[src/rtl/pcb_pkg.sv]
// Package: shared field widths, instruction codes and the program counter
// layout for the banked branch unit. Assumes a single bank bit.
package pcb_pkg;
    localparam int WORD_W = 6;                       // in-page address width
    localparam int PAGE_W = 5;                       // page field width
    localparam int DATA_W = 4;                       // accumulator / B width
    localparam int PC_W   = 1 + PAGE_W + WORD_W;     // full fetch address
    localparam int OP_W   = 3;
    localparam int TP_W   = 3;                       // table operand width

    typedef enum logic [OP_W-1:0] {
        OP_SEQ  = 3'd0,
        OP_BR   = 3'd1,
        OP_LPRE = 3'd2,
        OP_TBL  = 3'd3,
        OP_TEST = 3'd4
    } op_e;

    typedef struct packed {
        logic              bank;
        logic [PAGE_W-1:0] page;
        logic [WORD_W-1:0] word;
    } pc_t;
endpackage

[src/rtl/pcb_status.sv]
// Status flip-flop. A skipped in-page branch sets it. The test code loads it.
// Every other code holds it. Assumes op is one decoded code per cycle.
module pcb_status
    import pcb_pkg::*;
(
    input  logic           clk,
    input  logic           rst_n,
    input  logic [OP_W-1:0] op,
    input  logic           test_val,
    output logic           status
);
    logic status_d;

    // Next status value from the current instruction.
    always_comb begin
        status_d = status;
        if (op == OP_BR && !status)
            status_d = 1'b1;
        else if (op == OP_TEST)
            status_d = test_val;
    end

    // Status register, set on reset.
    always_ff @(posedge clk) begin
        if (!rst_n) status <= 1'b1;
        else        status <= status_d;
    end

    p_br_skip_sets_r4: assert property (@(posedge clk) disable iff (!rst_n)
        (op == OP_BR && !status) |=> status);
    p_lpre_skip_keeps_r6: assert property (@(posedge clk) disable iff (!rst_n)
        (op == OP_LPRE && !status) |=> !status);
    p_tbl_keeps_status_r10: assert property (@(posedge clk) disable iff (!rst_n)
        (op == OP_TBL) |=> $stable(status));
endmodule

[src/rtl/pcb_preload.sv]
// One-deep pending bank/page register. A taken preload fills it. It then
// stays valid for exactly one cycle and is consumed at the next edge.
// Assumes the load strobe is already qualified by status.
module pcb_preload
    import pcb_pkg::*;
(
    input  logic              clk,
    input  logic              rst_n,
    input  logic              load,
    input  logic              bank_in,
    input  logic [PAGE_W-1:0] page_in,
    output logic              pend_valid,
    output logic              pend_bank,
    output logic [PAGE_W-1:0] pend_page
);
    // Valid bit: set by a load, cleared once the entry has been consumed.
    always_ff @(posedge clk) begin
        if (!rst_n) pend_valid <= 1'b0;
        else        pend_valid <= load;
    end

    // Payload register, captured on a load.
    always_ff @(posedge clk) begin
        if (!rst_n) begin
            pend_bank <= 1'b0;
            pend_page <= '0;
        end else if (load) begin
            pend_bank <= bank_in;
            pend_page <= page_in;
        end
    end

    p_pend_payload_r5: assert property (@(posedge clk) disable iff (!rst_n)
        load |=> (pend_valid && pend_page == $past(page_in) && pend_bank == $past(bank_in)));
endmodule

[src/rtl/pcb_next.sv]
// Combinational next-address logic. It picks the word field from the current
// instruction, then lets a pending preload override bank and page.
// Assumes status is the registered flag for the current cycle.
module pcb_next
    import pcb_pkg::*;
(
    input  pc_t               pc_q,
    input  logic [OP_W-1:0]   op,
    input  logic              status,
    input  logic [WORD_W-1:0] operand,
    input  logic [DATA_W-1:0] acc,
    input  logic [DATA_W-1:0] breg,
    input  logic              carry,
    input  logic              pend_valid,
    input  logic              pend_bank,
    input  logic [PAGE_W-1:0] pend_page,
    output pc_t               pc_d
);
    localparam int BLO_W = WORD_W - DATA_W;      // B bits used in the word field
    localparam int BHI_W = DATA_W - BLO_W;       // B bits used in the page field

    logic [TP_W-1:0] tp;
    pc_t             by_instr;

    assign tp = operand[TP_W-1:0];

    // Target selected by the instruction alone.
    always_comb begin
        by_instr      = pc_q;
        by_instr.word = pc_q.word + 1'b1;
        unique case (op)
            OP_BR: begin
                if (status) by_instr.word = operand;
            end
            OP_TBL: begin
                by_instr.word = {breg[BLO_W-1:0], acc};
                by_instr.page = {tp[1:0], carry, breg[DATA_W-1:BLO_W]};
                by_instr.bank = pc_q.bank | tp[2];
            end
            default: ;
        endcase
    end

    // A pending preload wins the bank and page fields.
    always_comb begin
        pc_d = by_instr;
        if (pend_valid) begin
            pc_d.bank = pend_bank;
            pc_d.page = pend_page;
        end
    end

    initial begin
        if (BHI_W + 3 != PAGE_W)
            $display("pcb_next: table page mapping needs PAGE_W = %0d", BHI_W + 3);
    end
endmodule

[src/rtl/pc_branch_unit.sv]
// Top level: the program counter register plus the status, preload and
// next-address pieces. rom_addr is the address being fetched in this cycle.
// op and its inputs belong to the instruction at that address.
module pc_branch_unit
    import pcb_pkg::*;
(
    input  logic              clk,
    input  logic              rst_n,
    input  logic [OP_W-1:0]   op,
    input  logic [WORD_W-1:0] operand,
    input  logic [DATA_W-1:0] acc,
    input  logic [DATA_W-1:0] breg,
    input  logic              carry,
    input  logic              io_bit,
    input  logic              test_val,
    output logic [PC_W-1:0]   rom_addr,
    output logic              status
);
    pc_t               pc_q;
    pc_t               pc_d;
    logic              pre_load;
    logic              pend_valid;
    logic              pend_bank;
    logic [PAGE_W-1:0] pend_page;

    assign pre_load = (op == OP_LPRE) && status;
    assign rom_addr = pc_q;

    pcb_status u_status (
        .clk      (clk),
        .rst_n    (rst_n),
        .op       (op),
        .test_val (test_val),
        .status   (status)
    );

    pcb_preload u_preload (
        .clk        (clk),
        .rst_n      (rst_n),
        .load       (pre_load),
        .bank_in    (~io_bit),
        .page_in    (operand[PAGE_W-1:0]),
        .pend_valid (pend_valid),
        .pend_bank  (pend_bank),
        .pend_page  (pend_page)
    );

    pcb_next u_next (
        .pc_q       (pc_q),
        .op         (op),
        .status     (status),
        .operand    (operand),
        .acc        (acc),
        .breg       (breg),
        .carry      (carry),
        .pend_valid (pend_valid),
        .pend_bank  (pend_bank),
        .pend_page  (pend_page),
        .pc_d       (pc_d)
    );

    // Program counter register, cleared on reset.
    always_ff @(posedge clk) begin
        if (!rst_n) pc_q <= '0;
        else        pc_q <= pc_d;
    end

    p_seq_step_r2: assert property (@(posedge clk) disable iff (!rst_n)
        (op == OP_SEQ && !pend_valid) |=>
            (pc_q.word == $past(pc_q.word) + 1'b1 && $stable(pc_q.page) && $stable(pc_q.bank)));
    p_br_taken_r3: assert property (@(posedge clk) disable iff (!rst_n)
        (op == OP_BR && status && !pend_valid) |=>
            (pc_q.word == $past(operand) && $stable(pc_q.page) && $stable(pc_q.bank)));
    p_pre_late_r5: assert property (@(posedge clk) disable iff (!rst_n)
        (op == OP_LPRE && !pend_valid) |=> ($stable(pc_q.page) && $stable(pc_q.bank)));
    p_tbl_bank_hold_r9: assert property (@(posedge clk) disable iff (!rst_n)
        (op == OP_TBL && pc_q.bank && !pend_valid) |=> pc_q.bank);
    p_pend_wins_r12: assert property (@(posedge clk) disable iff (!rst_n)
        pend_valid |=> (pc_q.page == $past(pend_page) && pc_q.bank == $past(pend_bank)));
endmodule

[config.mk]
export PLATFORM = sky130hd
export DESIGN_NAME = pc_branch_unit
export DESIGN_NICKNAME = d
export VERILOG_FILES = /design/src/rtl/pcb_pkg.sv /design/src/rtl/pcb_status.sv /design/src/rtl/pcb_preload.sv /design/src/rtl/pcb_next.sv /design/src/rtl/pc_branch_unit.sv
export SDC_FILE = /design/constraint.sdc
export NUM_CORES = 1
export LEC_CHECK = 0
export ABC_AREA = 1
export BUFFER_PORTS_ARGS = -buffer_cell sky130_fd_sc_hd__buf_2
export CAP_MARGIN = 30
export CORE_AREA = 2 2 49 51
export CTS_CLUSTER_DIAMETER = 80
export DETAILED_ROUTE_END_ITERATION = 10
export DIE_AREA = 0 0 51 53
export PLACE_DENSITY = 0.8
export REMOVE_ABC_BUFFERS = 1
export SYNTH_ARGS = -nofsm -noshare
export SYNTH_HDL_FRONTEND = slang
export SYNTH_HIERARCHICAL = 1
export SYNTH_SLANG_ARGS = --single-unit
[constraint.sdc]
create_clock -name clk -period 2.75 [get_ports clk]
set_input_delay 0.275 -clock clk [delete_from_list [all_inputs] [get_ports clk]]
set_output_delay 0.275 -clock clk [all_outputs]
set_load 0.03 [all_outputs]
==> results of run 1 <==
[stage by stage]
stage                     hold WS (ns)  total power, µW  setup WS [ns]
after floorplan                  0.349              410           1.37
after detailed placement         0.464              457           1.29
final                            0.264              690           1.35
after CTS                        0.255              697           1.35
after global placement           0.461              455           1.28
after global routing             0.284              723           1.19
[placed cells by master, fill, tap and decap left out]
cell type   n
nand3_2     1
nand3_1    22
nand2_1    70
inv_1      42
xor2_1      1
ha_1        1
o21bai_1    1
clkbuf_4    3
nor2_4      1
nand4_1     1
a21oi_1     1
buf_2      34
o21ai_1     1
nor2_1     20
bufinv_16   1
nor2_2      1
dfxtp_1    20
[path summary, 6_finish.rpt]
kind | startpoint | endpoint | depth (start not counted)
worst min register to register | u_preload/pend_page[0] | u_preload/pend_page[0] | 2
worst max register to register | u_status/status | u_preload/pend_page[3] | 5
worst min-delay path | io_bit | u_preload/pend_bank | 6
worst max-delay path | u_status/status | u_preload/pend_page[3] | 5
[power by group]
part | internal (µW) | switching [µW] | leakage [µW]
clock | 147 | 93.0 | 0.0000279
sequential | 307 | 12.9 | 0.000164
combinational | 46.7 | 83.4 | 0.000660
[metal layers]
metal / GRT usage (%) / part of all wire (%) / vias to the layer above
met5: 0 / 0 / -
met2: 32.3 / 49 / 21
met3: 2.54 / 3.6 / 2
met4: 6.76 / 0.62 / 0
met1: 20.6 / 46 / 463
li1: - / - / 615
[final cells by class]
class	count	area (µm²)	area share [%]
Clock buffer	3	22.5	1.69
Clock inverter	1	30.0	2.25
Inverter	42	158	11.8
Multi-Input combinational cell	121	520	39.0
Sequential cell	20	400	30.0
Tap cell	28	35.0	2.62
Timing Repair Buffer	34	170	12.7
[logic make-up (layout without fill, tap and decap cells)]
kind of cell / after synthesis / in the layout / share of synthesized area, %
adders and majority gates: 1 / 1 / 1.12
AOI/OAI and AO/OA: 3 / 3 / 1.57
and+or+nand+nor: 116 / 116 / 43.3
xor gates and xnor gates: 1 / 1 / 0.788
DFF: 20 / 20 / 36.0
buffers and inverters: 45 / 80 / 17.2
[sequential cells by signal (all words and copies together) (netlist names)]
signal / flops
u_status/status: 1
u_preload/pend_bank: 1
u_preload/pend_valid: 1
u_preload/pend_page: 5
rom_addr: 12
[worst reg2reg max path: cells and delay by family (launching register included)]
| family | cells | cell delay, ns |
|---|---|---|
| simple gates | 5 | 0.91 |
| flops | 1 | 0.40 |
==> impl_results.md, run 1 <==
- Area leader, netlist: dfxtp_1
- Largest net degree at the start of global routing: 21
- Commonest cells post-synth: nand2_1 (70), inv_1 (42), nand3_1 (22)
- Initial Util: 51.8%
- Pwr Density: 517 nW/µm²
- CP Launch Type: flip-flop
- Slowest CP cell: nor2_1
- Synth Register Bits: 20
- CP max stage delay: 0.60 ns
- Most common cell on crit path: nand2_1
- Row Count: 17
- Antenna violations before repair: 0
- RSZ-0062 raised after global routing: false
- Leak: approximately 0.00085 µW
- H-tree depth: 1
- Core Area: roughly 2100 µm²
- # IOs: 35
- Area grow syn2layout: 20.1%
- CTS Buf Count: 3
- Port bufs: 34
- Vias in the first global route: 925
- Post-CTS Hold Buffers: 0
- Share of cells above drive strength 1: about 19%
- Setup violators final: 0
- Relative slew slack: 48.5%
- Fin crit share: a little over 50%
- Critical path arrival: 1.60 ns
- Max Transition Viols Final: 0
- Die width: 51 µm
- Fin crit period: 1.40 ns
- DRT iter0 DRCs: 20
- Clock latency on the worst-skew pair: 0.30 ns
- Warnings from Yosys: 6
- ANT nets after route: 0
- Syn_area_per_cell: about 6.0 µm²
- Max Root-Sink Buffers: 2
- GRT Util Overall: 17.6%
- Placed cells: 245
- Worst EP required: 2.95 ns
- Post-synth top flop: dfxtp_1
- Unique cell type count in the Yosys netlist: 15
- Vias/cell: 4.42
- Placed Area: 1280 µm²
- Worst Tran Pin Value: 0.770 ns
- Sequential share of the synthesized area: 36.0%
- Routability cong.: 0.766
- Family with the most delay on the worst path: simple AND/OR/NAND/NOR gates
- Yosys top cell area share: 36.0%
- Crit-path max FO: 13
- Worst-path clk slew: 0.11 ns
- Grt total ovfl: 0
- Worst Hold Class: input pin to flip-flop
- Buf/Inv on CP: 0
- Finished Layout Cells: 249
- Drt wl/cell: about 9 µm
- FMAX: 714 MHz
- Post-CTS setup buffer count: 0
- R2R Setup Slk: about 1.3 ns
- Diodes inserted: 0
- Post-synth EDFFs: 0
- Nets: 245
- Setup TNS: 0 ns
- Root Buffer: clkbuf_4
- Cell breakdown of the critical path: nand2_1 -> nor2_1 -> nand2_1 -> nand2_1 -> nor2_1
- CTS sink cnt: 20
- Crit. End Element: flip-flop
- Gate count after technology mapping: 186
- Hold Vio Cnt, Final: 0
- Fill cells: 225
- Die height: between 50 and 60 µm
- Final WL: about 2200 µm
- Share of flip-flops with an asynchronous set or reset: 0%
- Status: finished clean
- TritonCTS clock tree: yes
- Max-Cap Viols: 0
- Crit Path Class: flip-flop to flip-flop
- Maximum vdd drop: 0.000348 V
- DRC: 0
- Largest cells by area after synthesis: dfxtp_1 (36%), nand2_1 (24%), inv_1 (14%)
- DRT Pass-1 Iters: 4
- Final instance area: 1340 µm²
- Total vias in the final route: around 1100
- DP HPWL: ~1700 µm
- Die area: 2700 µm²
- Count leader, synth: nand2_1
- First-pass GRT wire length: ~3600 µm
- Post-layout util: 62.2%
- # resized after CTS: 0
- Synth Cell Area: 1110 µm²
- Clock Skews: 0.0100 ns
No activity file was read; power rests on OpenSTA's default activity.
==> run 2: changes to the inputs <==
Settings changed: ABC_AREA 1 to 0, CORE_AREA 2 2 49 51 to 2 2 66 43, DIE_AREA 0 0 51 53 to 0 0 68 45, PLACE_DENSITY 0.8 to 0.72.
Clock period 2.75 ns to 1.1 ns, I/O delays scaled along.
==> run 2 against run 1 <==
  * Highest routed layer unchanged
  * Register-to-register slack got worse by 1.4 ns
  * Cell area grew 10%
  * Synthesized cell count is 39% lower
  * Worst setup slack worse by 1.4 ns
  * Largest cell class unchanged
  * Cell count shrank 22%
  * Clock skew shrank 0.0066 ns
  * Clock power grew to 3.0 times the previous value
  * The run now ends with negative setup slack left
==> impl_results.md, run 2 <==
- Status: complete, but fails checks
- Failing checks: negative setup slack
- CP Launch Type: flip-flop
- Diodes inserted: 0
- Synth Register Bits: 20
- Post-synth EDFFs: 0
- Initial Util: roughly 43%
- Post-synth top flop: dfxtp_1
- Commonest non-fill, non-tap cell in the layout: buf_2
- Antenna violations before repair: 0
- Gate count after technology mapping: around 110
- Grt total ovfl: 0
- DP HPWL: approximately 1900 µm
- DRC: 0
- Hold Path Depth: 3
- Clock Skews: 0.00344 ns
- Die width: 68 µm
- Family with the most delay on the worst path: flip-flops
- Crit Path Class: flip-flop to flip-flop
- Commonest cells post-synth: dfxtp_1 (20), mux2i_1 (11), nand2_1 (10)
- Sequential share of the synthesized area: 38.8%
- Vias in the first global route: between 800 and 900
- CTS sink cnt: 20
- Reg2reg start: rom_addr[0]
- Fill cells: between 200 and 250
- Count leader, synth: dfxtp_1
- FMAX: 846 MHz
- Crit-path max FO: 4
- Hold Startpoint: operand[0]
- Total vias in the final route: between 900 and 1000
- Port bufs: 34
- Yosys top cell area share: 38.8%
- Routability cong.: between 0.9 and 1
- Hold Vio Cnt, Final: 0
- Worst EP required: roughly 1.3 ns
- Vias/cell: 5.11
- DRT iter0 DRCs: 79
- Setup violators final: 4
- Leak: between 0.0006 and 0.0007 µW
- Max Transition Viols Final: 0
- R2R Setup Slk: -0.08 ns
- Worst Setup Slack, final: -0.0821 ns
- Share of flip-flops with an asynchronous set or reset: 0%
- Drt wl/cell: 13.3 µm
- Met2 wire length: 1170 µm
- Most frequent cells in the layout: buf_2 (33), dfxtp_1 (16), buf_4 (15)
- ANT nets after route: 0
- First-pass GRT wire length: 3990 µm
- Synth Cell Area: between 1000 and 1500 µm²
- Warnings from Yosys: 6
- Worst-path clk slew: 0.08 ns
- GRT Util Overall: 17.7%
- Share of cells above drive strength 1: 50.0%
- Core Area: approximately 2400 µm²
- Clock latency on the worst-skew pair: 0.26 ns
- Max reg flops: 12
- Die area: 3060 µm²
- DRT Pass-1 Iters: 4
- RSZ-0062 raised after global routing: true
- Worst Tran Pin Value: 0.322 ns
- Worst hold endpoint: u_preload/pend_page[0]
- Hold WS: 0.147 ns
- Crit. End Element: flip-flop
- Met3 wire length: 206 µm
- Worst R2R Path Depth: 5
- Fin crit period: between 1 and 1.5 ns
- Buf/Inv on CP: 0
- Slowest CP cell: dfxtp_4
- DRT met1 WL: ~1200 µm
- Area grow syn2layout: 42.8%
- Cell breakdown of the critical path: ha_4 -> xor2_2 -> o22ai_1 -> a21oi_1 -> and2_1
- Max layer used: met4
- TritonCTS clock tree: yes
- Largest cells by area after synthesis: dfxtp_1 (39%), mux2i_1 (11%), and2_2 (6.5%)
- Final WL: 2580 µm
- H-tree depth: 1
- Die height: 45 µm
- Area leader, netlist: dfxtp_1
- Crit Reg-Reg Endpoint: rom_addr[2]
- Unique cell type count in the Yosys netlist: 33
- Fin crit share: 107%
- Critical path arrival: 1.34 ns
- Row Count: 14
- Place WS: -0.176 ns
- Worst Hold Class: input pin to flip-flop
- Syn_area_per_cell: 9.13 µm²
- Largest net degree at the start of global routing: 21
- CTS Buf Count: 3
- Nets: 186
- Max Root-Sink Buffers: 2
- Root Buffer: clkbuf_8
- CP max stage delay: 0.37 ns
- Relative slew slack: between 70% and 80%
- Maximum vdd drop: 0.000881 V
- # IOs: 35
- Pwr Density: 1310 nW/µm²
- Max-Cap Viols: 0
-- run 2: changes by cell type after synthesis, sizes merged, moves of 2 or more --
| cell | change |
|---|---|
| mux2i | +11 |
| nor2 | -18 |
| nor2b | +7 |
| nand2 | -59 |
| nand3 | -19 |
| a31oi | +2 |
| a21oi | +3 |
| buf | +3 |
| o21ai | +8 |
| xnor2 | +2 |
| o22ai | +4 |
| inv | -40 |
| nand3b | +2 |
| and2 | +13 |
-- run 2: worst max path at each step --
stage                    startpoint             endpoint  cells past startpoint
finish                  rom_addr[0]          rom_addr[2]                      5
global route            rom_addr[0]          rom_addr[2]                      5
CTS                     rom_addr[0]          rom_addr[2]                      5
detailed placement      rom_addr[0]          rom_addr[4]                      6
global placement        rom_addr[0]          rom_addr[5]                      5
floorplan           u_status/status  u_preload/pend_bank                      3
-- run 2: worst reg2reg max path, stage by stage, from the launching register on --
cell and delay (ns):
dfxtp_4 0.37, ha_4 0.17, xor2_2 0.15, o22ai_1 0.17
a21oi_1 0.06, and2_1 0.16
-- run 2: kinds of logic (layout without fill, tap and decap cells) --
kind of cell / Yosys count / in the layout / share of synthesized area (%)
AOI/OAI and AO/OA: 22 / 22 / 12.5
adders and majority gates: 1 / 1 / 1.21
xor gates and xnor gates: 4 / 4 / 3.39
and+or+nand+nor: 47 / 47 / 28.5
muxes: 11 / 11 / 10.7
buffers and inverters: 8 / 57 / 4.97
DFF: 20 / 20 / 38.8
-- run 2: per-stage QoR --
| stage | TNS, ns | power [µW] | area (µm²) | std cells | util [%] |
|---|---|---|---|---|---|
| 2_1_floorplan | -3.77 | 1000 | 988 | 107 | - |
| 3_3_place_gp | -1.11 | 1170 | 1330 | 190 | 54.9 |
| 3_5_place_dp | -1.92 | 1180 | 1330 | 190 | 54.9 |
| 4_1_cts | -0.226 | 1940 | 1450 | 194 | 60.1 |
| 5_1_grt | -0.633 | 2020 | 1470 | 194 | 61.0 |
| 6_report | -0.179 | 1930 | 1470 | 194 | 61.0 |
-- run 2: power breakdown --
group	switching (µW)	internal, µW
combinational	204	200
sequential	35.2	763
clock	245	486
-- run 2: layer usage --
metal	global-route usage [%]	vias up
met4	3.60	0
met3	4.49	2
li1	-	490
met2	28.9	44
met1	24.1	455
met5	0	-
-- run 2: layout make-up --
| cell class | count | area [µm²] | share of cell area [%] |
|---|---|---|---|
| clock inverter | 1 | 30.0 | 2.04 |
| tap | 32 | 40.0 | 2.72 |
| sequential | 20 | 413 | 28.0 |
| clock buffer | 3 | 41.3 | 2.80 |
| multi-input combinational | 85 | 634 | 43.0 |
| timing repair buffer | 51 | 308 | 20.9 |
| inverter | 2 | 7.51 | 0.509 |
-- run 2: repair_timing --
item	in CTS	in global routing
hold buffers	0	0
pin swaps	4	4
setup buffers	0	0
endpoints found under the setup margin	15	14
resized for setup	15	8
==> run 3: changes to the inputs <==
Settings changed: RECOVER_POWER from default to 50.
==> run 3 against run 2 <==
  * The flow still finishes with violations (negative setup slack)
  * Global-route usage did not move
  * First-iteration DRC count fell by 3.8%
  * Utilization fell by 0.052 points
  * Count of clock-buffer cells in the layout did not move
  * Die area did not move
  * Register-to-register slack barely moved
  * Total power barely moved
  * Sequential power barely moved
  * Routed wire length fell by 0.39%
  * Worst hold slack barely moved
  * Cell area barely moved
  * Clock power barely moved
==> impl_results.md, run 3 (synthesis gave the netlist of run 2 again) <==
- Failing checks: negative setup slack
- Vias/cell: 5.12
- Vias in the first global route: between 800 and 900
- Hold Startpoint: operand[0]
- Worst Tran Pin Value: 0.366 ns
- Fin crit period: about 1.2 ns
- # IOs: 35
- TritonCTS clock tree: yes
- Slowest CP cell: dfxtp_4
- Pwr Density: 1310 nW/µm²
- DRT Pass-1 Iters: 4
- DRC: 0
- Worst EP required: 1.26 ns
- Antenna violations before repair: 0
- Clock latency on the worst-skew pair: ~0.26 ns
- Nets: approximately 190
- CP Launch Type: flip-flop
- Finished Layout Cells: 194
- Final WL: 2570 µm
- Buf/Inv on CP: 0
- Grt total ovfl: 0
- Cell breakdown of the critical path: ha_4 -> xor2_2 -> o22ai_1 -> a21oi_1 -> and2_1
- Status: complete, but fails checks
- Crit Reg-Reg Endpoint: rom_addr[2]
- Final instance area: 1470 µm²
- Total vias in the final route: 993
- Die width: between 60 and 70 µm
- Die height: roughly 45 µm
- DP HPWL: 1860 µm
- Critical path arrival: 1.34 ns
- Reg2reg start: rom_addr[0]
- Max Root-Sink Buffers: 2
- DRT iter0 DRCs: 76
- Crit Path Class: flip-flop to flip-flop
- Die area: 3060 µm²
- H-tree depth: 1
- Maximum vdd drop: 0.000883 V
- Placed Area: ~1300 µm²
- Max reg flops: 12
- Hold Path Depth: 3
- Family with the most delay on the worst path: flip-flops
- Crit. path cell count: 5
- Commonest non-fill, non-tap cell in the layout: buf_2
- Drt wl/cell: 13.3 µm
- Diodes inserted: 0
- Row Count: 14
- Worst R2R Path Depth: 5
- Post-CTS setup buffer count: 0
- Worst Hold Class: input pin to flip-flop
- Initial Util: between 40% and 50%
- Leak: approximately 0.00068 µW
- Root Buffer: clkbuf_8
- Placed cells: 190
- Relative slew slack: 75.7%
- Core Area: roughly 2400 µm²
- Worst hold endpoint: u_preload/pend_page[0]
- Most frequent cells in the layout: buf_2 (25), dfxtp_1 (16), buf_4 (15)
- First-pass GRT wire length: roughly 4000 µm
- RSZ-0062 raised after global routing: true
- Crit. End Element: flip-flop
- Clock Skews: roughly 0.0043 ns
- CTS sink cnt: 20
- ANT nets after route: 0
- FMAX: 844 MHz
- Area grow syn2layout: 42.7%
- Share of cells above drive strength 1: 49.4%
- Worst Setup Slack, final: -0.0853 ns
- GRT Util Overall: 17.7%
- Crit-path max FO: 4
- Routability cong.: 0.909
- Max Transition Viols Final: 0
- CP max stage delay: about 0.37 ns
- Largest net degree at the start of global routing: 21
- Fin crit share: 108%
- Worst-path clk slew: about 0.08 ns
- Max-Cap Viols: 0
- Port bufs: 34
- R2R Setup Slk: -0.09 ns
- Setup violators final: 3
- Hold Vio Cnt, Final: 0
- CTS Buf Count: 3
-- run 3: changes by cell type in the layout (fill, tap and decap cells not counted) --
cell | previous run | this run
buf_2 | 33 | 25
clkbuf_1 | 0 | 1
clkbuf_2 | 0 | 7
-- run 3: timing repair --
item / in CTS / in global routing
setup endpoints to repair: 15 / 14
resized for setup: 15 / 8
hold buffers: 0 / 0
pin swaps: 4 / 4
-- run 3: area by class of cell --
class	count	area (µm²)
Fill cell	215	945
Multi-Input combinational cell	85	634
Clock inverter	1	30.0
Sequential cell	20	413
Timing Repair Buffer	51	307
Tap cell	32	40.0
Clock buffer	3	41.3
Inverter	2	7.51
-- run 3: through the flow --
step	util, %	setup slack, ns	TNS [ns]	hold WS (ns)	power [µW]
after floorplan	-	-0.336	-3.77	0.176	1000
after global placement	54.9	-0.136	-1.11	0.395	1170
after detailed placement	54.9	-0.176	-1.92	0.406	1180
after CTS	60.1	-0.0794	-0.226	0.129	1940
after global routing	60.9	-0.119	-0.633	0.152	2020
final	60.9	-0.0853	-0.189	0.148	1930
-- run 3: per-layer routing --
metal / GRT usage (%) / up-vias / part of all wire, %
met5: 0 / - / 0
met4: 3.60 / 0 / 0.43
met3: 4.49 / 2 / 8.0
met2: 28.9 / 43 / 45
met1: 24.1 / 458 / 46
li1: - / 490 / -
-- run 3: report_power, final --
group | internal [µW] | total [µW] | switching [µW]
logic | 199 | 403 | 203
registers | 763 | 799 | 35.8
clock network | 486 | 733 | 247
-- run 3: how the worst max path moves through the flow --
stage / from / endpoint / slack, ns
2_1_floorplan: u_status/status / u_preload/pend_bank / -0.34
6_report: rom_addr[0] / rom_addr[2] / -0.09
3_5_place_dp: rom_addr[0] / rom_addr[4] / -0.18
5_1_grt: rom_addr[0] / rom_addr[2] / -0.12
4_1_cts: rom_addr[0] / rom_addr[2] / -0.08
3_3_place_gp: rom_addr[0] / rom_addr[5] / -0.14
-- run 3: worst min-delay path: stages --
cell and delay (ns):
buf_2 0.10, mux2i_1 0.06, nor2b_1 0.09
